**config.mk**
```make
export PLATFORM = sky130hd
export DESIGN_NAME = rsvd_detector
export DESIGN_NICKNAME = d
export VERILOG_FILES = /design/src/rtl/rsvd_pkg.sv /design/src/rtl/rsvd_branch.sv /design/src/rtl/rsvd_acs.sv /design/src/rtl/rsvd_detector.sv
export SDC_FILE = /design/constraint.sdc
export NUM_CORES = 2
export LEC_CHECK = 0
export BUFFER_PORTS_ARGS = -buffer_cell sky130_fd_sc_hd__buf_2
export CELL_PAD_IN_SITES_DETAIL_PLACEMENT = 1
export CELL_PAD_IN_SITES_GLOBAL_PLACEMENT = 2
export CORE_UTILIZATION = 46
export CTS_BUF_LIST = sky130_fd_sc_hd__clkbuf_8
export DETAILED_ROUTE_END_ITERATION = 7
export PLACE_DENSITY = 0.85
export SETUP_SLACK_MARGIN = 0.3
export SYNTH_ARGS = -nofsm -noshare
export SYNTH_HDL_FRONTEND = slang
export SYNTH_SLANG_ARGS = --single-unit
export TNS_END_PERCENT = 1
```
**constraint.sdc**
```tcl
create_clock -name clk -period 35.8 [get_ports clk]
set_clock_uncertainty 0.1 [all_clocks]
set_input_delay 0 -clock clk [delete_from_list [all_inputs] [get_ports clk]]
set_output_delay 0 -clock clk [all_outputs]
set_load 0.01 [all_outputs]
```
**src/rtl/rsvd_pkg.sv**
```systemverilog
package rsvd_pkg;

   typedef logic [1:0] sym_t;

   localparam sym_t SYM_M3 = 2'b00;
   localparam sym_t SYM_M1 = 2'b01;
   localparam sym_t SYM_P1 = 2'b11;
   localparam sym_t SYM_P3 = 2'b10;

   typedef enum logic {ST_RUN = 1'b0, ST_DRAIN = 1'b1} phase_t;

   // amplitude of a Gray-coded symbol
   function automatic logic signed [2:0] sym_amp(input sym_t s);
      case (s)
         SYM_M3:  return 3'sb101;
         SYM_M1:  return 3'sb111;
         SYM_P1:  return 3'sb001;
         default: return 3'sb011;
      endcase
   endfunction

endpackage

```
**src/rtl/rsvd_branch.sv**
```systemverilog
// Branch unit: cancels one path's interference, chooses the nearer level of
// one subset and returns its squared error, clipped to the metric width.
module rsvd_branch
   import rsvd_pkg::*;
#(
   parameter int SW  = 10,
   parameter int HW  = 6,
   parameter int LVL = 16,
   parameter int PMW = 12,
   parameter int SUB = 0
) (
   input  logic signed [SW-1:0] sample,
   input  logic signed [HW-1:0] tap1,
   input  logic signed [HW-1:0] tap2,
   input  sym_t                 past1,
   input  sym_t                 past2,
   input  logic                 past1_ok,
   input  logic                 past2_ok,
   output sym_t                 pick,
   output logic [PMW-1:0]       cost
);
   localparam int PW = HW + 3;
   localparam int RW = ((SW > PW + 1) ? SW : PW + 1) + 2;
   localparam int DW = RW + 1;
   localparam int QW = 2 * DW;

   logic signed [PW-1:0] isi1, isi2;
   logic signed [RW-1:0] resid;
   logic signed [DW-1:0] err;
   logic        [QW-1:0] sq;

   always_comb begin
      isi1  = past1_ok ? PW'(tap1) * PW'(sym_amp(past1)) : '0;
      isi2  = past2_ok ? PW'(tap2) * PW'(sym_amp(past2)) : '0;
      resid = RW'(sample) - RW'(isi1) - RW'(isi2);
   end

   generate
      if (SUB == 0) begin : g_sub_a
         assign pick = (resid < RW'(-LVL)) ? SYM_M3 : SYM_P1;
      end else begin : g_sub_b
         assign pick = (resid < RW'(LVL)) ? SYM_M1 : SYM_P3;
      end
   endgenerate

   always_comb begin
      err  = DW'(resid) - DW'(sym_amp(pick)) * DW'(LVL);
      sq   = QW'(err) * QW'(err);
      cost = (sq > QW'(2**PMW - 1)) ? '1 : sq[PMW-1:0];
   end

endmodule

```
**src/rtl/rsvd_acs.sv**
```systemverilog
// Add-compare-select for one state with saturating sums.
module rsvd_acs #(
   parameter int PMW = 12
) (
   input  logic [PMW-1:0] m0,
   input  logic [PMW-1:0] m1,
   input  logic [PMW-1:0] c0,
   input  logic [PMW-1:0] c1,
   output logic           sel,
   output logic [PMW-1:0] sum
);
   logic [PMW:0] s0, s1, win;

   always_comb begin
      s0  = {1'b0, m0} + {1'b0, c0};
      s1  = {1'b0, m1} + {1'b0, c1};
      sel = (s1 < s0);
      win = sel ? s1 : s0;
      sum = win[PMW] ? '1 : win[PMW-1:0];
   end

endmodule

```
**src/rtl/rsvd_detector.sv**
```systemverilog
module rsvd_detector
   import rsvd_pkg::*;
#(
   parameter int SW      = 10,
   parameter int HW      = 6,
   parameter int LVL     = 16,
   parameter int PMW     = 12,
   parameter int DEPTH   = 16,
   parameter int BLK_LEN = 64,
   parameter int SYNCW   = 6,
   localparam int CFGW   = (HW > SYNCW) ? HW : SYNCW
) (
   input  logic                 clk,
   input  logic                 rst_n,
   input  logic                 cfg_we,
   input  logic [1:0]           cfg_addr,
   input  logic [CFGW-1:0]      cfg_wdata,
   input  logic                 in_valid,
   output logic                 in_ready,
   input  logic signed [SW-1:0] in_sample,
   output logic                 out_valid,
   output logic [1:0]           out_sym
);
   localparam int CNTW = $clog2(BLK_LEN + 2**SYNCW) + 1;
   localparam int FCW  = $clog2(DEPTH);

   generate
      if (DEPTH < 3)          begin : g_bad_depth $error("DEPTH must be at least 3");   end
      if (BLK_LEN < DEPTH)    begin : g_bad_blk   $error("BLK_LEN must be >= DEPTH");   end
      if (PMW < 8)            begin : g_bad_pmw   $error("PMW must be at least 8");     end
   endgenerate

   phase_t                phase;
   logic [CNTW-1:0]       in_cnt, out_idx;
   logic [FCW-1:0]        fl_cnt, fl_idx;
   logic signed [HW-1:0]  tap1_q, tap2_q;
   logic [SYNCW-1:0]      sync_q;
   logic [PMW-1:0]        pm_q [2];
   logic [PMW-1:0]        pm_n [2];
   sym_t                  surv_q [2][DEPTH];
   sym_t                  surv_n [2][DEPTH];

   sym_t                  pick_w [2][2];
   logic [PMW-1:0]        cost_w [2][2];
   logic                  sel_w  [2];
   logic [PMW-1:0]        acc_w  [2];

   logic accept, idle, last_in, best_new, best_old, emit;
   sym_t emit_sym;
   logic [PMW-1:0] pm_min;

   assign in_ready = (phase == ST_RUN);
   assign accept   = in_valid && in_ready;
   assign idle     = (phase == ST_RUN) && (in_cnt == '0);
   assign last_in  = (in_cnt == CNTW'(BLK_LEN) + CNTW'(sync_q) - CNTW'(1));

   // branch units: one per (predecessor path, subset of the new symbol)
   generate
      for (genvar p = 0; p < 2; p++) begin : g_pred
         for (genvar s = 0; s < 2; s++) begin : g_sub
            rsvd_branch #(.SW(SW), .HW(HW), .LVL(LVL), .PMW(PMW), .SUB(s)) u_br (
               .sample  (in_sample),
               .tap1    (tap1_q),
               .tap2    (tap2_q),
               .past1   (surv_q[p][0]),
               .past2   (surv_q[p][1]),
               .past1_ok(in_cnt != '0),
               .past2_ok(in_cnt > CNTW'(1)),
               .pick    (pick_w[p][s]),
               .cost    (cost_w[p][s])
            );
         end
      end
      for (genvar s = 0; s < 2; s++) begin : g_state
         rsvd_acs #(.PMW(PMW)) u_acs (
            .m0 (pm_q[0]),
            .m1 (pm_q[1]),
            .c0 (cost_w[0][s]),
            .c1 (cost_w[1][s]),
            .sel(sel_w[s]),
            .sum(acc_w[s])
         );
      end
   endgenerate

   // renormalization and register-exchange update
   always_comb begin
      best_new = (acc_w[1] < acc_w[0]);
      pm_min   = best_new ? acc_w[1] : acc_w[0];
      for (int s = 0; s < 2; s++) begin
         pm_n[s]      = acc_w[s] - pm_min;
         surv_n[s][0] = pick_w[sel_w[s]][s];
         for (int i = 1; i < DEPTH; i++) surv_n[s][i] = surv_q[sel_w[s]][i-1];
      end
   end

   // decision selection: oldest entry while running, held entries while draining
   always_comb begin
      best_old = (pm_q[1] < pm_q[0]);
      fl_idx   = FCW'(DEPTH - 2) - fl_cnt;
      if (phase == ST_RUN) begin
         emit     = accept && (in_cnt >= CNTW'(DEPTH - 1));
         emit_sym = surv_n[best_new][DEPTH-1];
      end else begin
         emit     = 1'b1;
         emit_sym = surv_q[best_old][fl_idx];
      end
   end

   always_ff @(posedge clk or negedge rst_n) begin
      if (!rst_n) begin
         phase     <= ST_RUN;
         in_cnt    <= '0;
         out_idx   <= '0;
         fl_cnt    <= '0;
         tap1_q    <= '0;
         tap2_q    <= '0;
         sync_q    <= '0;
         out_valid <= 1'b0;
         out_sym   <= '0;
         for (int s = 0; s < 2; s++) begin
            pm_q[s] <= '0;
            for (int i = 0; i < DEPTH; i++) surv_q[s][i] <= '0;
         end
      end else begin
         if (cfg_we && idle) begin
            case (cfg_addr)
               2'd0:    tap1_q <= cfg_wdata[HW-1:0];
               2'd1:    tap2_q <= cfg_wdata[HW-1:0];
               2'd2:    sync_q <= cfg_wdata[SYNCW-1:0];
               default: ;
            endcase
         end
         out_valid <= emit && (out_idx >= CNTW'(sync_q));
         out_sym   <= emit_sym;
         if (emit) out_idx <= out_idx + CNTW'(1);
         case (phase)
            ST_RUN: begin
               if (accept) begin
                  pm_q   <= pm_n;
                  surv_q <= surv_n;
                  in_cnt <= in_cnt + CNTW'(1);
                  if (last_in) begin
                     phase  <= ST_DRAIN;
                     fl_cnt <= '0;
                  end
               end
            end
            default: begin
               fl_cnt <= fl_cnt + FCW'(1);
               if (fl_cnt == FCW'(DEPTH - 2)) begin
                  phase   <= ST_RUN;
                  in_cnt  <= '0;
                  out_idx <= '0;
                  pm_q[0] <= '0;
                  pm_q[1] <= '0;
               end
            end
         endcase
      end
   end

endmodule

```
=== Word level (Yosys, flattened, before mapping) ===
Cells that the tools add are included.

* Word-level logic and storage cells: 206
* Input bits: 22
* Output and inout bits: 4
* Register bits after elaboration: 130

* $add $sub $neg: 20
* Mux-type cells: 64
* Eq/ne operators: 21
* Reduce and logical (&&, ||, !) cells: 24
* Bitwise logic cells: 6
* Magnitude comparators: 20
* Multiply operators: 8

{| class="wikitable"
|+ Operator list
! cell !! number
|-
| $mux 32 || 9
|-
| $gt 26x12->1 const B || 4
|-
| $mul 13x13->26 || 4
|-
| $mux 12 || 7
|-
| $mux 24 || 3
|-
| $pmux 3 s3 || 8
|-
| $add 12x12->13 || 4
|-
| $sub 12x7->13 || 4
|-
| $mux 8 || 6
|-
| $mul 6x3->9 || 4
|-
| $mux 9 || 4
|-
| $lt 13x13->1 || 2
|-
| $mux 13 || 2
|-
| $mux 2 || 13
|-
| $lt 12x12->1 || 2
|-
| $lt 12x5->1 const B || 2
|-
| $lt 12x6->1 const B || 2
|-
| $mux 4 || 6
|-
| $sub 11x9->12 || 2
|-
| $sub 12x12->12 || 2
|-
| $sub 10x9->11 || 2
|-
| $eq 2x1->1 const B || 9
|-
| $eq 2x2->1 const B || 9
|-
| $logic_not 2->1 || 9
|-
| other kinds (23) || 44
|}

=== Depth between registers and ports, before layout ===
* Depth in word-level cells: 24
* Depth in mapped cells: 94
* Mapped depth without buffers: 87

=== Cells and area by module ===
A second synthesis with hierarchy kept.

* Cell total of the unflattened synthesis: 5,022
* Area total of the unflattened synthesis: 44,442.6 um^2

{| class="wikitable"
|+ Modules (own cells, without submodules)
! module !! seq. area each (um^2) !! area an instance (um^2) !! times used !! cells each
|-
| rsvd_branch at g_pred[1].g_sub[0].u_br || 0.0 || 8,670.8 || 1 || 975
|-
| rsvd_branch at g_pred[1].g_sub[1].u_br || 0.0 || 8,455.6 || 1 || 957
|-
| rsvd_detector || 3,253.1 || 8,245.4 || 1 || 881
|-
| rsvd_branch at g_pred[0].g_sub[1].u_br || 0.0 || 8,237.9 || 1 || 930
|-
| rsvd_branch at g_pred[0].g_sub[0].u_br || 0.0 || 8,067.7 || 1 || 915
|-
| rsvd_acs || 0.0 || 1,382.6 || 2 || 182
|}

=== Least setup slack after synthesis ===
No wires, ideal clock.

* Path type: flip-flop to flip-flop
* Start point: register surv_q[28] (netlist bit)
* End point: register pm_q[23] (netlist bit)
* Arrival: 19.391 ns
* Library setup time: 0.069 ns
* Stages on the path, launching flop included: 85
* Buffers on the path: 7
* Required time: 35.631 ns
* Slack: 16.240 ns
* Period minus slack after synthesis: 19.560 ns
* Path through: dfrtp_1 inv_1 ha_1 nor2_1 or2_2 fa_1 inv_1 fa_1 ha_1 fa_1 xor2_1 and2_1 fa_1 inv_1 ha_1 clkbuf_1 a21o_1 a21oi_1 [... 49 more ...] o21ai_0 a2111oi_0 a221oi_1 nand2_1 a21o_1 clkbuf_1 clkbuf_1 nand3_1 o21ai_0 ha_1 a21o_1 a21o_1 a21o_1 a31oi_1 o211ai_1 o31a_1 or4_1 nand3_1

* Cells in the longest elaborated chain, start to end: 22
* Elaborated cells between the ends (all ways): 40
* Those cells by class: 6 x add/sub; 3 x mul; 7 x order compare; 6 x eq/ne; 15 x mux; 3 x reduce/logical

{| class="wikitable"
|+ RTL lines
! item !! line !! text
|-
| from (decl) || rsvd_detector.sv:40 || <nowiki>sym_t surv_q [2][DEPTH];</nowiki>
|-
| from (signal assigned) || rsvd_detector.sv:141 || <nowiki>surv_q <= surv_n;</nowiki>
|-
| $eq 2x2->1, or another cell as far along || rsvd_pkg.sv:14 || <nowiki>case (s)</nowiki>
|-
| $pmux 3 s3 * || rsvd_pkg.sv:14 ||
|-
| $mul 6x3->9 * || rsvd_branch.sv:34 || <nowiki>isi2 = past2_ok ? PW'(tap2) * PW'(sym_amp(past2)) : '0;</nowiki>
|-
| $mux 9 * || rsvd_branch.sv:34 ||
|-
| $sub 11x9->12 * || rsvd_branch.sv:35 || <nowiki>resid = RW'(sample) - RW'(isi1) - RW'(isi2);</nowiki>
|-
| $lt 12x6->1 or $lt 12x5->1 (tied branches) || rsvd_branch.sv:42, rsvd_branch.sv:40 ||
|-
| $mux 2, on equally long branches || rsvd_branch.sv:42, rsvd_branch.sv:40 ||
|-
| $eq 2x2->1, or another cell as far along || rsvd_pkg.sv:14 ||
|-
| [... 6 more ...] || n/a ||
|-
| $lt 13x13->1 || rsvd_acs.sv:17 || <nowiki>sel = (s1 < s0);</nowiki>
|-
| $mux 13 || rsvd_acs.sv:18 || <nowiki>win = sel ? s1 : s0;</nowiki>
|-
| $mux 12 || rsvd_acs.sv:19 || <nowiki>sum = win[PMW] ? '1 : win[PMW-1:0];</nowiki>
|-
| $lt 12x12->1 || rsvd_detector.sv:88 || <nowiki>best_new = (acc_w[1] < acc_w[0]);</nowiki>
|-
| $mux 12 || rsvd_detector.sv:89 || <nowiki>pm_min = best_new ? acc_w[1] : acc_w[0];</nowiki>
|-
| $sub 12x12->12 * || rsvd_detector.sv:91 || <nowiki>pm_n[s] = acc_w[s] - pm_min;</nowiki>
|-
| $mux 24 * || rsvd_detector.sv:139 || <nowiki>if (accept) begin</nowiki>
|-
| $mux 24 * || rsvd_detector.sv:137 || <nowiki>case (phase)</nowiki>
|-
| to (signal assigned) || rsvd_detector.sv:140 || <nowiki>pm_q <= pm_n;</nowiki>
|-
| to (decl) || rsvd_detector.sv:38 || <nowiki>logic [PMW-1:0] pm_q [2];</nowiki>
|}

Every way passes the cells marked *; elsewhere a longest branch is shown, timed or not. The select of a mux whose other input is x is not followed.
A chain may end at the register's enable or synchronous reset.

=== Final worst setup path ===
* Start point: register surv_q[60] (netlist bit)
* End point: register pm_q[23] (netlist bit)

* Cells in the longest elaborated chain, start to end: 22
* Elaborated cells between the ends (all ways): 40
* Those cells by class: 6 x add/sub; 3 x mul; 7 x order compare; 6 x eq/ne; 15 x mux; 3 x reduce/logical

{| class="wikitable"
|+ RTL lines
! item !! line
|-
| $eq 2x2->1, or another cell as far along || rsvd_pkg.sv:14
|-
| $pmux 3 s3 * || rsvd_pkg.sv:14
|-
| $mul 6x3->9 * || rsvd_branch.sv:34
|-
| $mux 9 * || rsvd_branch.sv:34
|-
| $sub 11x9->12 * || rsvd_branch.sv:35
|-
| $lt 12x6->1 or $lt 12x5->1 (tied branches) || rsvd_branch.sv:42, rsvd_branch.sv:40
|-
| $mux 2, on equally long branches || rsvd_branch.sv:42, rsvd_branch.sv:40
|-
| $eq 2x2->1, or another cell as far along || rsvd_pkg.sv:14
|-
| [... 6 more ...] || n/a
|-
| $lt 13x13->1 || rsvd_acs.sv:17
|-
| $mux 13 || rsvd_acs.sv:18
|-
| $mux 12 || rsvd_acs.sv:19
|-
| $lt 12x12->1 || rsvd_detector.sv:88
|-
| $mux 12 || rsvd_detector.sv:89
|-
| $sub 12x12->12 * || rsvd_detector.sv:91
|-
| $mux 24 * || rsvd_detector.sv:139
|-
| $mux 24 * || rsvd_detector.sv:137
|}

Marked as above.

==> summary.md <==
| Metric | Value |
|---|---|
| Crit path required time | `between 30 and 40 ns` |
| Number of diodes | `0` |
| Commonest non-fill, non-tap cell in the layout | `inv_1` |
| Die ar. | `~85000 µm²` |
| Synth-to-Final Area Change | `5.101%` |
| Total GRT Usage | `26.09%` |
| WL/cell | `between 15 and 20 µm` |
| Highest clock rate | `44.05 MHz` |
| Bufs on Longest Clock Path | `2` |
| Unique cell type count in the Yosys netlist | `97` |
| Setup ws final | `about 13 ns` |
| Starting Density | `46.43%` |
| Async SR Flop Fraction | `between 90% and 100%` |
| Pin count of the biggest net entering global routing | `99` |
| Setup violators final | `0` |
| Post-detailed-route via-to-cell ratio | `5.543` |
| PostCTS Resize Cnt | `0` |
| Boundary Pins | `26` |
| Clk Latency, worst-skew pair | `0.47 ns` |
| Post-synth top area share | `32.20%` |
| Worst setup SP type | `register` |
| Leading area contributor after synthesis | `fa_1` |
| Final Hold Viols | `0` |
| Number of buffers created by CTS | `17` |
| Die W | `between 200 and 300 µm` |
| Initial antenna violation count | `0` |
| Fillers | `9897` |
| Syn Nets | `5534` |
| Tcrit/Tclk final | `between 60% and 70%` |
| Crit. End Element | `register` |
| Flops & latches, synth | `129` |
| Main flop type after synthesis | `dfrtp_1` |
| Worst-path fanout max | `18` |
| Finished Cell Area | `approximately 41000 µm²` |
| PortBufs | `25` |
| Synth Instances | `about 4400` |
| Drt drc | `0` |
| R2R setup slack | `13.10 ns` |
| Vias | `approximately 30000` |
| Arr. time, crit path | `~23 ns` |
| Vias in the first global route | `around 33000` |
| Cell Rows | `106` |
| Core area | `around 83000 µm²` |
| Total of max-cap violations | `0` |
| Number of flops mapped to enable cells by yosys | `0` |
| H-tree levels | `4` |
| Placed inst area | `40120 µm²` |
| Area contributors post-synth | `fa_1 32%, ha_1 16%, dfrtp_1 8.3%` |
| CTS Sinks | `roughly 130` |
| First-pass GRT wire length | `~180000 µm` |
| Unrepaired setup endpoints after global routing | `false` |
| Avg Inst Size Synth | `8.784 µm²` |
| Root Buffer | `clkbuf_8` |
| Synth Cell Area | `38730 µm²` |
| Commonest cells after routing, fill and taps aside | `824 x inv_1, 623 x fa_1, 480 x ha_1` |
| CTS tree | `built` |
| Seq/Total Area, Yosys | `between 8 and 9%` |
| Crit path kind | `register to register` |
| GR Overflow Total | `0` |
| Final min period | `about 23 ns` |
| Post-Place Setup Slack | `between 10 and 15 ns` |
| DP Wirelength | `approximately 90000 µm` |
| # nets final | `around 5500` |
| Synth warnings | `0` |
| Setup TNS | `0 ns` |
| DRT antenna net count | `0` |
| Die height | `between 200 and 300 µm` |
| Status | `finished, final reports clean` |
| DR iter-0 viols | `roughly 1200` |
| Biggest cell delay along the critical path | `approximately 0.84 ns` |
| Non-Filler Instances | `roughly 5500` |
| Pre-antenna DRT Iters | `5` |
| Class of the worst hold path | `primary input to register` |
| Max-slew violations | `0` |
| Routability cong. | `between 0.8 and 0.9` |
| CP max-delay cell | `xor2_1` |
| Worst-Margin Slew | `between 1 and 1.5 ns` |
| WL final | `108100 µm` |
| DP Cell Count | `around 5400` |
| Rel. slew slack | `between 20% and 30%` |
| Ratio of cells with drive above 1 in the final layout | `roughly 4.3%` |
| Clock slew at reported path FFs | `~0.09 ns` |
[logic make-up after synthesis]
logic type,share of synthesized area (%)
AO/OA/AOI/OAI,12.76
XOR/XNOR,4.371
adder cells (fa/ha/maj),47.71
buffers and inverters,9.356
flip-flops,8.335
multiplexers,3.395
other,0.009683
AND/OR/NAND/NOR,14.06
[metal layers]
layer	global-route usage [%]	share of wire (%)
met1	36.37	47
met2	45.99	50
met3	1.248	2.0
met4	3.081	0.89
met5	0	0
[path summary, 6_finish.rpt]
kind                            start          to  cells after the start
min reg2reg                 surv_q[1]   surv_q[1]                      2
max reg2reg                surv_q[60]    pm_q[23]                     74
max                        surv_q[60]    pm_q[23]                     74
min                          in_valid   out_valid                      3
min in group asynchronous       rst_n  surv_q[42]                      2
max in group asynchronous       rst_n  surv_q[52]                      3
[stage by stage]
step                      utilization [%]  hold slack, ns
after floorplan                         -         -0.3956
after global placement              48.09         0.01585
after detailed placement            48.09         0.01941
after CTS                           48.79         0.02968
after global routing                48.79         0.06116
final                               48.79         0.04717
[cells in the mapped netlist, types with 57 or more instances]
cell	number
inv_1	824
fa_1	623
ha_1	480
nand2_1	431
nor2_1	274
o21ai_0	208
a21oi_1	153
dfrtp_1	129
xnor2_1	116
clkbuf_1	98
mux2i_1	92
a21o_1	87
nand3_1	75
and2_1	74
xor2_1	67
nand2b_1	57
[sequential cells by signal, summed over array words and instances (netlist names)]
| register | count |
|---|---|
| fl_cnt | 4 |
| in_cnt | 8 |
| out_idx | 8 |
| out_sym | 2 |
| out_valid | 1 |
| phase | 1 |
| pm_q | 24 |
| surv_q | 63 |
| sync_q | 6 |
| tap1_q | 6 |
| tap2_q | 6 |
[cell type report]
type	count	area (µm²)	area share [%]
Multi-Input combinational cell	3322	31970	78.54
Sequential cell	129	3228	7.930
Inverter	837	3142	7.718
Tap cell	1080	1351	3.320
Timing Repair Buffer	84	621.8	1.528
Clock buffer	17	234.0	0.5748
Clock inverter	15	160.2	0.3934
[repair_timing]
action	in CTS	in global routing
hold endpoints to repair	97	0
hold buffers	19	0
setup buffers	0	0
[worst max-delay path, delay by kind of cell, from the launching register on]
kind                     cells  cell delay, ns
buffers and inverters        8            1.17
flip-flops                   1            0.43
adder cells (fa/ha/maj)     20            7.62
AO/OA/AOI/OAI               27            7.37
multiplexers                 1            0.15
XOR/XNOR                     3            1.39
AND/OR/NAND/NOR             15            4.31
Power is not shown: default switching activity piles up to over one toggle a cycle in this logic, so the estimate is an artifact.
